<file path="config.mk">
export PLATFORM = sky130hd
export DESIGN_NAME = pfc_supervisor
export DESIGN_NICKNAME = d
export VERILOG_FILES = /design/src/rtl/pfc_sup_pkg.sv /design/src/rtl/pfc_sup_ctrl.sv /design/src/rtl/pfc_sup_dp.sv /design/src/rtl/pfc_supervisor.sv
export SDC_FILE = /design/constraint.sdc
export NUM_CORES = 1
export LEC_CHECK = 0
export CORE_UTILIZATION = 50
export DETAILED_ROUTE_END_ITERATION = 12
export DONT_BUFFER_PORTS = 1
export PLACE_DENSITY = 0.68
export SLEW_MARGIN = 25
export SYNTH_ARGS = -nofsm -noshare
export SYNTH_HDL_FRONTEND = slang
export SYNTH_SLANG_ARGS = --single-unit
</file>
<file path="constraint.sdc">
create_clock -name clk -period 2.07 [get_ports clk]
set_input_delay 0.414 -clock clk [delete_from_list [all_inputs] [get_ports clk]]
set_output_delay 0.414 -clock clk [all_outputs]
set_load 0.05 [all_outputs]
</file>
<file path="src/rtl/pfc_sup_pkg.sv">
package pfc_sup_pkg;

  typedef enum logic [2:0] {
    ST_INIT    = 3'd0,
    ST_STANDBY = 3'd1,
    ST_CHARGE  = 3'd2,
    ST_SOFT    = 3'd3,
    ST_RUN     = 3'd4,
    ST_FAULT   = 3'd5
  } supState_t;

  typedef struct packed {
    logic loadRef;
    logic stepRef;
    logic timerRun;
  } ctrlStrobe_t;

endpackage

</file>
<file path="src/rtl/pfc_sup_ctrl.sv">
module pfc_sup_ctrl
  import pfc_sup_pkg::*;
(
  input  logic        clk,
  input  logic        rstN,
  input  logic        supplyOk,
  input  logic        runReq,
  input  logic        capCharged,
  input  logic        busAtTarget,
  input  logic        faultIn,
  input  logic        dropLong,
  output supState_t   state,
  output ctrlStrobe_t strobe,
  output logic        iclEn,
  output logic        pfcEn,
  output logic        rampEn
);

  supState_t nextState;
  logic      running;

  assign running = (state == ST_CHARGE) || (state == ST_SOFT) || (state == ST_RUN);

  always_comb begin
    nextState = state;
    unique case (state)
      ST_INIT:    if (supplyOk)    nextState = ST_STANDBY;
      ST_STANDBY: if (runReq)      nextState = ST_CHARGE;
      ST_CHARGE:  if (capCharged)  nextState = ST_SOFT;
      ST_SOFT:    if (busAtTarget) nextState = ST_RUN;
      ST_RUN:     nextState = ST_RUN;
      ST_FAULT:   if (!faultIn)    nextState = ST_STANDBY;
      default:    nextState = ST_INIT;
    endcase
    // a long line loss overrides the normal sequence
    if (running && dropLong) nextState = ST_CHARGE;
    // fault overrides everything
    if (running && faultIn) nextState = ST_FAULT;
  end

  always_ff @(posedge clk or negedge rstN) begin
    if (!rstN) state <= ST_INIT;
    else       state <= nextState;
  end

  always_comb begin
    strobe.loadRef  = (state == ST_CHARGE) && (nextState == ST_SOFT);
    strobe.stepRef  = (state == ST_SOFT);
    strobe.timerRun = running;
  end

  always_comb begin
    iclEn  = running;
    pfcEn  = (state == ST_SOFT) || (state == ST_RUN);
    rampEn = (state == ST_SOFT);
  end

endmodule

</file>
<file path="src/rtl/pfc_sup_dp.sv">
module pfc_sup_dp
  import pfc_sup_pkg::*;
#(
  parameter int W          = 12,
  parameter int TARGET     = 3200,
  parameter int STEP       = 1,
  parameter int RAMP_DIV   = 1000,
  parameter int DROP_LIMIT = 3000000
) (
  input  logic        clk,
  input  logic        rstN,
  input  ctrlStrobe_t strobe,
  input  logic        linePresent,
  input  logic [W-1:0] linePeak,
  output logic [W-1:0] vRef,
  output logic        dropLong
);

  localparam int DW = $clog2(DROP_LIMIT + 1);
  localparam logic [DW-1:0] DROP_LAST = DW'(DROP_LIMIT - 1);
  localparam logic [DW-1:0] DROP_CAP  = DW'(DROP_LIMIT);
  localparam logic [W-1:0]  TGT       = W'(TARGET);
  localparam logic [W:0]    TGT_EXT   = (W+1)'(TARGET);
  localparam logic [W:0]    STEP_EXT  = (W+1)'(STEP);

  // line dropout timer
  logic [DW-1:0] dropCnt;

  always_ff @(posedge clk or negedge rstN) begin
    if (!rstN)                               dropCnt <= '0;
    else if (!strobe.timerRun || linePresent) dropCnt <= '0;
    else if (dropCnt != DROP_CAP)            dropCnt <= dropCnt + 1'b1;
  end

  assign dropLong = strobe.timerRun && !linePresent && (dropCnt == DROP_LAST);

  // ramp pacing: one step every RAMP_DIV cycles
  logic stepTick;

  generate
    if (RAMP_DIV > 1) begin : g_div
      localparam int RW = $clog2(RAMP_DIV);
      localparam logic [RW-1:0] DIV_LAST = RW'(RAMP_DIV - 1);
      logic [RW-1:0] divCnt;

      always_ff @(posedge clk or negedge rstN) begin
        if (!rstN)                               divCnt <= '0;
        else if (strobe.loadRef || !strobe.stepRef) divCnt <= '0;
        else if (divCnt == DIV_LAST)             divCnt <= '0;
        else                                     divCnt <= divCnt + 1'b1;
      end

      assign stepTick = strobe.stepRef && (divCnt == DIV_LAST);
    end else begin : g_nodiv
      assign stepTick = strobe.stepRef;
    end
  endgenerate

  // saturating reference
  logic [W:0]   stepSum;
  logic [W-1:0] startRef;

  assign stepSum  = {1'b0, vRef} + STEP_EXT;
  assign startRef = (linePeak >= TGT) ? TGT : linePeak;

  always_ff @(posedge clk or negedge rstN) begin
    if (!rstN)               vRef <= '0;
    else if (strobe.loadRef) vRef <= startRef;
    else if (stepTick)       vRef <= (stepSum >= TGT_EXT) ? TGT : stepSum[W-1:0];
  end

endmodule

</file>
<file path="src/rtl/pfc_supervisor.sv">
module pfc_supervisor
  import pfc_sup_pkg::*;
#(
  parameter int W          = 12,
  parameter int TARGET     = 3200,
  parameter int STEP       = 1,
  parameter int RAMP_DIV   = 1000,
  parameter int DROP_LIMIT = 3000000
) (
  input  logic         clk,
  input  logic         rstN,
  input  logic         supplyOk,
  input  logic         runReq,
  input  logic         capCharged,
  input  logic         busAtTarget,
  input  logic         faultIn,
  input  logic         linePresent,
  input  logic [W-1:0] linePeak,
  output logic         iclEn,
  output logic         pfcEn,
  output logic         rampEn,
  output logic [W-1:0] vRef,
  output logic [2:0]   stateOut
);

  supState_t   state;
  ctrlStrobe_t strobe;
  logic        dropLong;

  pfc_sup_ctrl i_ctrl (
    .clk         (clk),
    .rstN        (rstN),
    .supplyOk    (supplyOk),
    .runReq      (runReq),
    .capCharged  (capCharged),
    .busAtTarget (busAtTarget),
    .faultIn     (faultIn),
    .dropLong    (dropLong),
    .state       (state),
    .strobe      (strobe),
    .iclEn       (iclEn),
    .pfcEn       (pfcEn),
    .rampEn      (rampEn)
  );

  pfc_sup_dp #(
    .W          (W),
    .TARGET     (TARGET),
    .STEP       (STEP),
    .RAMP_DIV   (RAMP_DIV),
    .DROP_LIMIT (DROP_LIMIT)
  ) i_dp (
    .clk         (clk),
    .rstN        (rstN),
    .strobe      (strobe),
    .linePresent (linePresent),
    .linePeak    (linePeak),
    .vRef        (vRef),
    .dropLong    (dropLong)
  );

  assign stateOut = state;

endmodule

</file>
==> metrics.md, run 1 <==
| Metric | Value |
|---|---|
| Status | finished, final reports clean |
| Crit Path Max Fanout | 6 |
| Post-synth EDFFs | 0 |
| Sequential share of power | 0.348 |
| ANT cells | 0 |
| WP data required | 2.29 ns |
| Max_cap viols | 0 |
| Area share of the largest cell type after synthesis | 0.424 |
| Sequential cell area | 1190 um^2 |
| CTS Sinks | 47 |
| DR iter-0 viols | 78 |
| Clock Skews | 0.0101 ns |
| Hold path cells | 1 |
| Vias | 2443 |
| First-pass GRT wire length | 11000 um |
| Synth-to-layout area growth | 17.2% |
| RD Place Congestion | 0.935 |
| Largest net degree at the start of global routing | 48 |
| Power share of the clock group | 0.170 |
| Final Hold Viols | 0 |
| Hold path start | faultIn |
| Final std cells w/o fill | 420 |
| Gate power share | 0.483 |
| Minimum clock period | 1.96 ns |
| FMAX | 511 MHz |
| Reg2reg path depth | 7 |
| Cell Area, Synth | 2770 um^2 |
| Initial antenna violation count | 0 |
| Drt wl/cell | 15.1 um |
| Root Driver | clkbuf_8 |
| Flop and latch count out of synthesis | 47 |
| Sequential share of the synthesized area | 0.424 |
| Routed wire length | 6360 um |
| Worst slew pin tran | 0.580 ns |
| Fillers | 462 |
| H-tree levels | 2 |
| CTS tree | built |
| Post-Syn Area per Cell | 8.70 um^2 |
| Pwr per Cell Area | 1060 nW/um^2 |
| Share of layout cells above drive strength 1 | 0.209 |
| GRT Total Usage | 0.237 |
| Vias in the first global route | 2421 |
| Vias/cell | 5.82 |
| Synth area leader | dfrtp_1 |
| Hold Crit Endpoint | i_ctrl.state[1] |
| IO Pins | 38 |
| CTS Buffer Depth | 2 |
| Flop2flop setup slack | 0.11 ns |
| Net Sw Frac | 0.459 |
| R2r startpoint | i_dp.vRef[0] |
| Multi-input combinational cell area | 1530 um^2 |
| Crit end category | flip-flop |
| Die area | 5850 um^2 |
| DR pass1 iterations | 4 |
| Predominant post-synthesis flop cell | dfrtp_1 |
| Crit path kind | reg -> reg |
| DR DRC count | 0 |
| NetSw | 1580 uW |
| Count of distinct cell types in the synthesized netlist | 53 |
| CTS buffer count | 5 |
| Synth warn | 0 |
| DIE WIDTH | 76.5 um |
| Critical Path AT | 2.18 ns |
| Dpl cells | 409 |
| ANT nets after route | 0 |
| Most common cell after layout, fill and taps aside | nor2_1 |
| Worst VDD drop | 0.576 mV |
| RSZ-0062 raised after global routing | no |
| Number of buffers added on ports | 0 |
| Hpwl dp | 4540 um |
| Row count | 26 |
| Final period util | 0.946 |
| Min-Delay Path Class | in -> reg |
| Count of final setup violators | 0 |
| GR Overflow Total | 0 |
| Worst skew pair latency | 0.31 ns |
| Startpoint types | flip-flop |
| Max-slew violations | 0 |
| Reg-to-reg endpoint | i_dp.vRef[0] |
| Syn nets | 343 |
| Final net count | 373 |
| Leak pwr | 0.00129 uW |
| Most frequent cells in the layout | 43 x nor2_1, 36 x buf_4, 33 x dfrtp_1 |
| Largest cells by area after synthesis | dfrtp_1 42%, nor2_1 5.8%, xnor2_1 4.7% |
| Starting Density | 0.530 |
| Die Ht | 76.5 um |
| P_int | 1860 uW |
| Syn Inst Count | 319 |
| Final worst-path setup slack | 0.113 ns |
| Core region area | 5240 um^2 |
| Rel. slew slack | 0.610 |
| Pre-CTS setup slack | 0.0778 ns |
| CTS clock-pin slew for the worst setup and hold paths | 0.09 ns |
| Ys async rst share | 1.00 |
-- area by class of cell --
| class | instances | area share |
|---|---|---|
| clock inverter | 3 | 0.00693 |
| clock buffer | 5 | 0.0212 |
| tap | 70 | 0.0269 |
| multi-input combinational | 245 | 0.469 |
| inverter | 12 | 0.0139 |
| sequential | 47 | 0.367 |
| timing repair buffer | 38 | 0.0947 |
-- registers in the layout, summed over array words and instances (netlist names) --
signal / cells
i_dp.g_div.divCnt: 10
i_dp.dropCnt: 22
i_ctrl.state: 3
i_dp.vRef: 12
-- cells by family (layout without fill, tap and decap cells) --
group | after synthesis | in the layout | share of synthesized area
AND/OR/NAND/NOR | 155 | 155 | 0.293
flip-flops | 47 | 47 | 0.424
multiplexers | 3 | 3 | 0.0108
XOR/XNOR | 27 | 27 | 0.0853
AO/OA/AOI/OAI | 55 | 55 | 0.124
adder cells (fa/ha/maj) | 5 | 5 | 0.0217
buffers and inverters | 27 | 58 | 0.0415
-- through the flow --
step | power [uW] | setup TNS (ns) | cell area [um^2] | hold WS [ns] | util
global route | 3630 | 0 | 3250 | 0.201 | 0.621
floorplan | 2440 | -0.218 | 2860 | 0.118 | -
finish | 3440 | 0 | 3250 | 0.206 | 0.621
global placement | 2800 | 0 | 3100 | 0.119 | 0.592
CTS | 3440 | 0 | 3230 | 0.194 | 0.617
detailed placement | 2820 | 0 | 3100 | 0.119 | 0.592
-- repair_timing --
action	CTS	global route
hold buffers	2	0
gates resized for setup	0	5
endpoints found under the setup margin	0	14
setup buffers	0	1
endpoints found under the hold margin	47	0
-- Yosys cell counts, types with 2 or more instances --
cell type / instances
xor2_1: 12
o211ai_1: 4
o22ai_1: 2
xnor2_1: 15
nand3_1: 25
a22oi_1: 2
nor2_1: 43
mux2i_1: 3
ha_1: 4
nand4_1: 7
a31oi_1: 9
nor4_1: 5
nor2b_1: 2
nand3b_1: 3
nand2b_1: 3
and4_1: 2
inv_1: 12
o21ai_1: 4
nand2_1: 28
or3_1: 2
nor3_1: 9
nand4b_1: 4
clkbuf_1: 9
a21oi_1: 17
dfrtp_1: 47
nand4bb_1: 2
buf_2: 5
o21a_1: 3
o21ai_0: 6
and3_1: 7
-- how the worst max path moves through the flow --
stage	start	end	slack, ns	cells past startpoint
2_1_floorplan	i_ctrl.state[0]	i_dp.vRef[3]	-0.04	8
3_3_place_gp	i_dp.dropCnt[17]	i_dp.vRef[9]	0.14	6
3_5_place_dp	i_dp.dropCnt[17]	i_dp.vRef[3]	0.08	6
4_1_cts	i_dp.dropCnt[17]	i_dp.vRef[3]	0.06	6
5_1_grt	i_dp.dropCnt[17]	i_dp.vRef[7]	0.01	7
6_report	i_dp.vRef[0]	i_dp.vRef[0]	0.11	7
-- metal layers --
| layer | GRT usage | part of all wire | vias up |
|---|---|---|---|
| met1 | 0.287 | 0.43 | 1163 |
| li1 | - | - | 1195 |
| met3 | 0.0539 | 0.056 | 13 |
| met2 | 0.401 | 0.50 | 72 |
| met5 | 0 | 0 | - |
| met4 | 0.104 | 0.018 | 0 |
-- power groups by stage --
stage          registers, uW  clock network (uW)  logic [uW]
3_5_place_dp            1210                   0        1610
6_report                1200                 584        1660
2_1_floorplan           1550                   0         892
3_3_place_gp            1210                   0        1600
4_1_cts                 1190                 602        1640
5_1_grt                 1220                 636        1780
-- worst max-delay path, stage by stage, from the launching register on --
cell	delay (ns)
dfrtp_2	0.46
and4_1	0.25
a2111oi_1	0.39
a31oi_1	0.13
nand3_1	0.17
buf_4	0.17
nand3b_1	0.08
a31oi_1	0.21
No activity file was read; power rests on OpenSTA's default activity.
==> inputs of run 2 (changes only) <==
--- a/config.mk
+++ b/config.mk
@@ -9,6 +9,7 @@
 export DETAILED_ROUTE_END_ITERATION = 12
 export DONT_BUFFER_PORTS = 1
 export PLACE_DENSITY = 0.68
+export SETUP_SLACK_MARGIN = 0.5
 export SLEW_MARGIN = 25
 export SYNTH_ARGS = -nofsm -noshare
 export SYNTH_HDL_FRONTEND = slang
==> run 2 against run 1 <==
Net effect: non-clock buffer count increased by 28; sequential cell count unchanged; sequential power about the same; total power increased by 11%; global-route usage increased by 2.1 points; clock power decreased by 7.0%; first-iteration DRC count increased by 110%; highest routed layer unchanged.
==> metrics.md, run 2 (same netlist as run 1, synthesis figures left out) <==
| Metric | Value |
|---|---|
| Row count | 26 (unchanged) |
| Most frequent cells in the layout | 49 x buf_4, 43 x nor2_1, 31 x dfrtp_1 |
| NetSw | 1740 uW (+10%) |
| Largest regs | i_dp.dropCnt x22, i_dp.vRef x12, i_dp.g_div.divCnt x10 |
| Total negative slack | 0 ns (unchanged) |
| Critical Path AT | 2.05 ns (-0.13 ns) |
| WP data required | 2.25 ns (-0.04 ns) |
| DR DRC count | 0 (unchanged) |
| IO Pins | 38 (unchanged) |
| Met2 Wirelength | 3860 um (+22%) |
| Final period util | 0.899 (-0.0466) |
| Starting Density | 0.530 (unchanged) |
| Minimum clock period | 1.86 ns (-0.0965 ns) |
| Total power draw | 3830 uW (+11%) |
| Worst slew pin tran | 0.431 ns (-0.149 ns) |
| Crit end category | flip-flop |
| Die Ht | 76.5 um (unchanged) |
| R2r startpoint | i_ctrl.state[1] |
| Hold Crit Endpoint | i_ctrl.state[1] |
| Final Hold Viols | 0 (unchanged) |
| Largest net degree at the start of global routing | 48 (unchanged) |
| P_int | 2090 uW (+12%) |
| Root Driver | clkbuf_8 |
| Minimum hold slack | 0.209 ns (+0.00338 ns) |
| Routed wire length | 7450 um (+17%) |
| Reg2reg path depth | 7 (unchanged) |
| Uppermost layer routed | met4 |
| Clock Skews | 0.00427 ns (-0.00583 ns) |
| Core region area | 5240 um^2 (unchanged) |
| First-pass GRT wire length | 12100 um (+10%) |
| Pre-CTS setup slack | 0.124 ns (+0.0459 ns) |
| Sequential share of power | 0.310 (-0.038) |
| CTS Buffer Depth | 2 (unchanged) |
| Reg-to-reg endpoint | i_dp.vRef[9] |
| Leak pwr | 0.00155 uW (+20%) |
| Max-slew violations | 0 (unchanged) |
| CTS Sinks | 47 (unchanged) |
| RD Place Congestion | 0.898 (-4.0%) |
| Min-Delay Path Class | in -> reg |
| Final Util | 0.729 (+0.109) |
| Number of buffers added on ports | 0 (unchanged) |
| Share of layout cells above drive strength 1 | 0.381 (+0.172) |
| GR Overflow Total | 0 (unchanged) |
| Initial antenna violation count | 0 (unchanged) |
| DR iter-0 viols | 162 (+110%) |
| H-tree levels | 2 (unchanged) |
| Crit path kind | reg -> reg |
| Vias in the first global route | 2627 (+8.5%) |
| Most common cell after layout, fill and taps aside | buf_4 |
| Crit Path Max Fanout | 8 (+2) |
| Die area | 5850 um^2 (unchanged) |
| FMAX | 537 MHz (+5.2%) |
| ANT nets after route | 0 (unchanged) |
| Max_cap viols | 0 (unchanged) |
| Pwr per Cell Area | 1000 nW/um^2 (-5.3%) |
| Status | finished, final reports clean |
| Drt wl/cell | 16.6 um (+10%) |
| CTS clock-pin slew for the worst setup and hold paths | 0.09 ns (about the same) |
| Worst skew pair latency | 0.30 ns (about the same) |
| Net Sw Frac | 0.455 (-0.00479) |
| Hpwl dp | 4620 um (+1.7%) |
| Gate power share | 0.548 (+0.065) |
| Final worst-path setup slack | 0.209 ns (+0.0965 ns) |
| Largest register FFs | 22 (unchanged) |
| Rel. slew slack | 0.712 (+0.102) |
| Synth-to-layout area growth | 37.7% |
| Hold path start | faultIn |
| Vias | 2645 (+8.3%) |
| Flop2flop setup slack | 0.21 ns (+0.10 ns) |
| Power share of the clock group | 0.142 (-0.028) |
| Fillers | 365 (-21%) |
| DR pass1 iterations | 4 (unchanged) |
| Vias/cell | 5.90 (+1.5%) |
| CTS tree | built |
| Count of final setup violators | 0 (unchanged) |
| Startpoint types | flip-flop |
| ANT cells | 0 (unchanged) |
| Met1 wire length | 3040 um (+12%) |
| DIE WIDTH | 76.5 um (unchanged) |
| CTS buffer count | 5 (unchanged) |
| Biggest register | i_dp.dropCnt |
| RSZ-0062 raised after global routing | yes |
| Worst VDD drop | 0.755 mV (+31%) |
| Hold path cells | 1 (unchanged) |
| DR WL met3 | 363 um (+2.5%) |
| Final net count | 401 (+7.5%) |
| GRT Total Usage | 0.258 (+0.0210) |
[run 2: cell count changes in the layout (fill, tap and decap cells not counted), moves of 4 or more]
cell,before,now
buf_4,36,49
nand3_2,1,5
a21oi_2,0,4
a21oi_1,17,12
nor3_1,8,2
nand2_1,28,23
nand3_1,25,20
buf_6,0,12
[run 2: area by class of cell]
cell class / count / area [um^2] / share of cell area
Clock buffer: 6 / 72.6 / 0.0190
Clock inverter: 2 / 12.5 / 0.00328
Inverter: 12 / 47.5 / 0.0124
Multi-Input combinational cell: 245 / 1820 / 0.476
Sequential cell: 47 / 1200 / 0.313
Tap cell: 70 / 87.6 / 0.0229
Timing Repair Buffer: 66 / 586 / 0.153
[run 2: power by group through the flow]
| stage | Combinational, uW | Sequential (uW) | Clock (uW) |
|---|---|---|---|
| 2_1_floorplan | 909 | 1550 | 0 |
| 3_3_place_gp | 1620 | 1190 | 0 |
| 6_report | 2100 | 1190 | 543 |
| 4_1_cts | 1940 | 1180 | 561 |
| 3_5_place_dp | 1630 | 1190 | 0 |
| 5_1_grt | 2240 | 1210 | 593 |
[run 2: worst max path at each step]
stage / slack (ns) / end / depth (start not counted) / startpoint
after floorplan: -0.04 / i_dp.vRef[3] / 8 / i_ctrl.state[0]
after global placement: 0.14 / i_dp.vRef[8] / 5 / i_ctrl.state[2]
after detailed placement: 0.12 / i_dp.vRef[3] / 7 / i_dp.dropCnt[1]
after CTS: 0.25 / i_ctrl.state[2] / 7 / i_ctrl.state[1]
after global routing: 0.12 / i_dp.vRef[5] / 7 / i_dp.g_div.divCnt[1]
final: 0.21 / i_dp.vRef[9] / 7 / i_ctrl.state[1]
[run 2: repair_timing]
item / 4_1_cts / 5_1_grt
setup buffers: 21 / 11
hold buffers: 2 / 0
endpoints found under the hold margin: 47 / 0
cloned: 2 / 0
setup endpoints to repair: 41 / 39
gates resized for setup: 47 / 40
pin swaps: 16 / 24
[run 2: per-layer routing]
metal	GRT usage	vias up
li1	-	1244
met4	0.0827	0
met5	0	-
met2	0.467	76
met3	0.0491	16
met1	0.305	1309
[run 2: worst max-delay path, stage by stage, from the launching register on]
cell and delay (ns):
dfrtp_2 0.42, or3b_4 0.44, nand2_8 0.14, nand4b_1 0.15, buf_4 0.18, and2_4 0.19
a31oi_1 0.15, a21oi_1 0.08
[run 2: through the flow]
step	cell area, um^2	instances
after global routing	3820	448
after detailed placement	3070	404
final	3820	448
after CTS	3550	437
after global placement	3070	404
after floorplan	2880	319
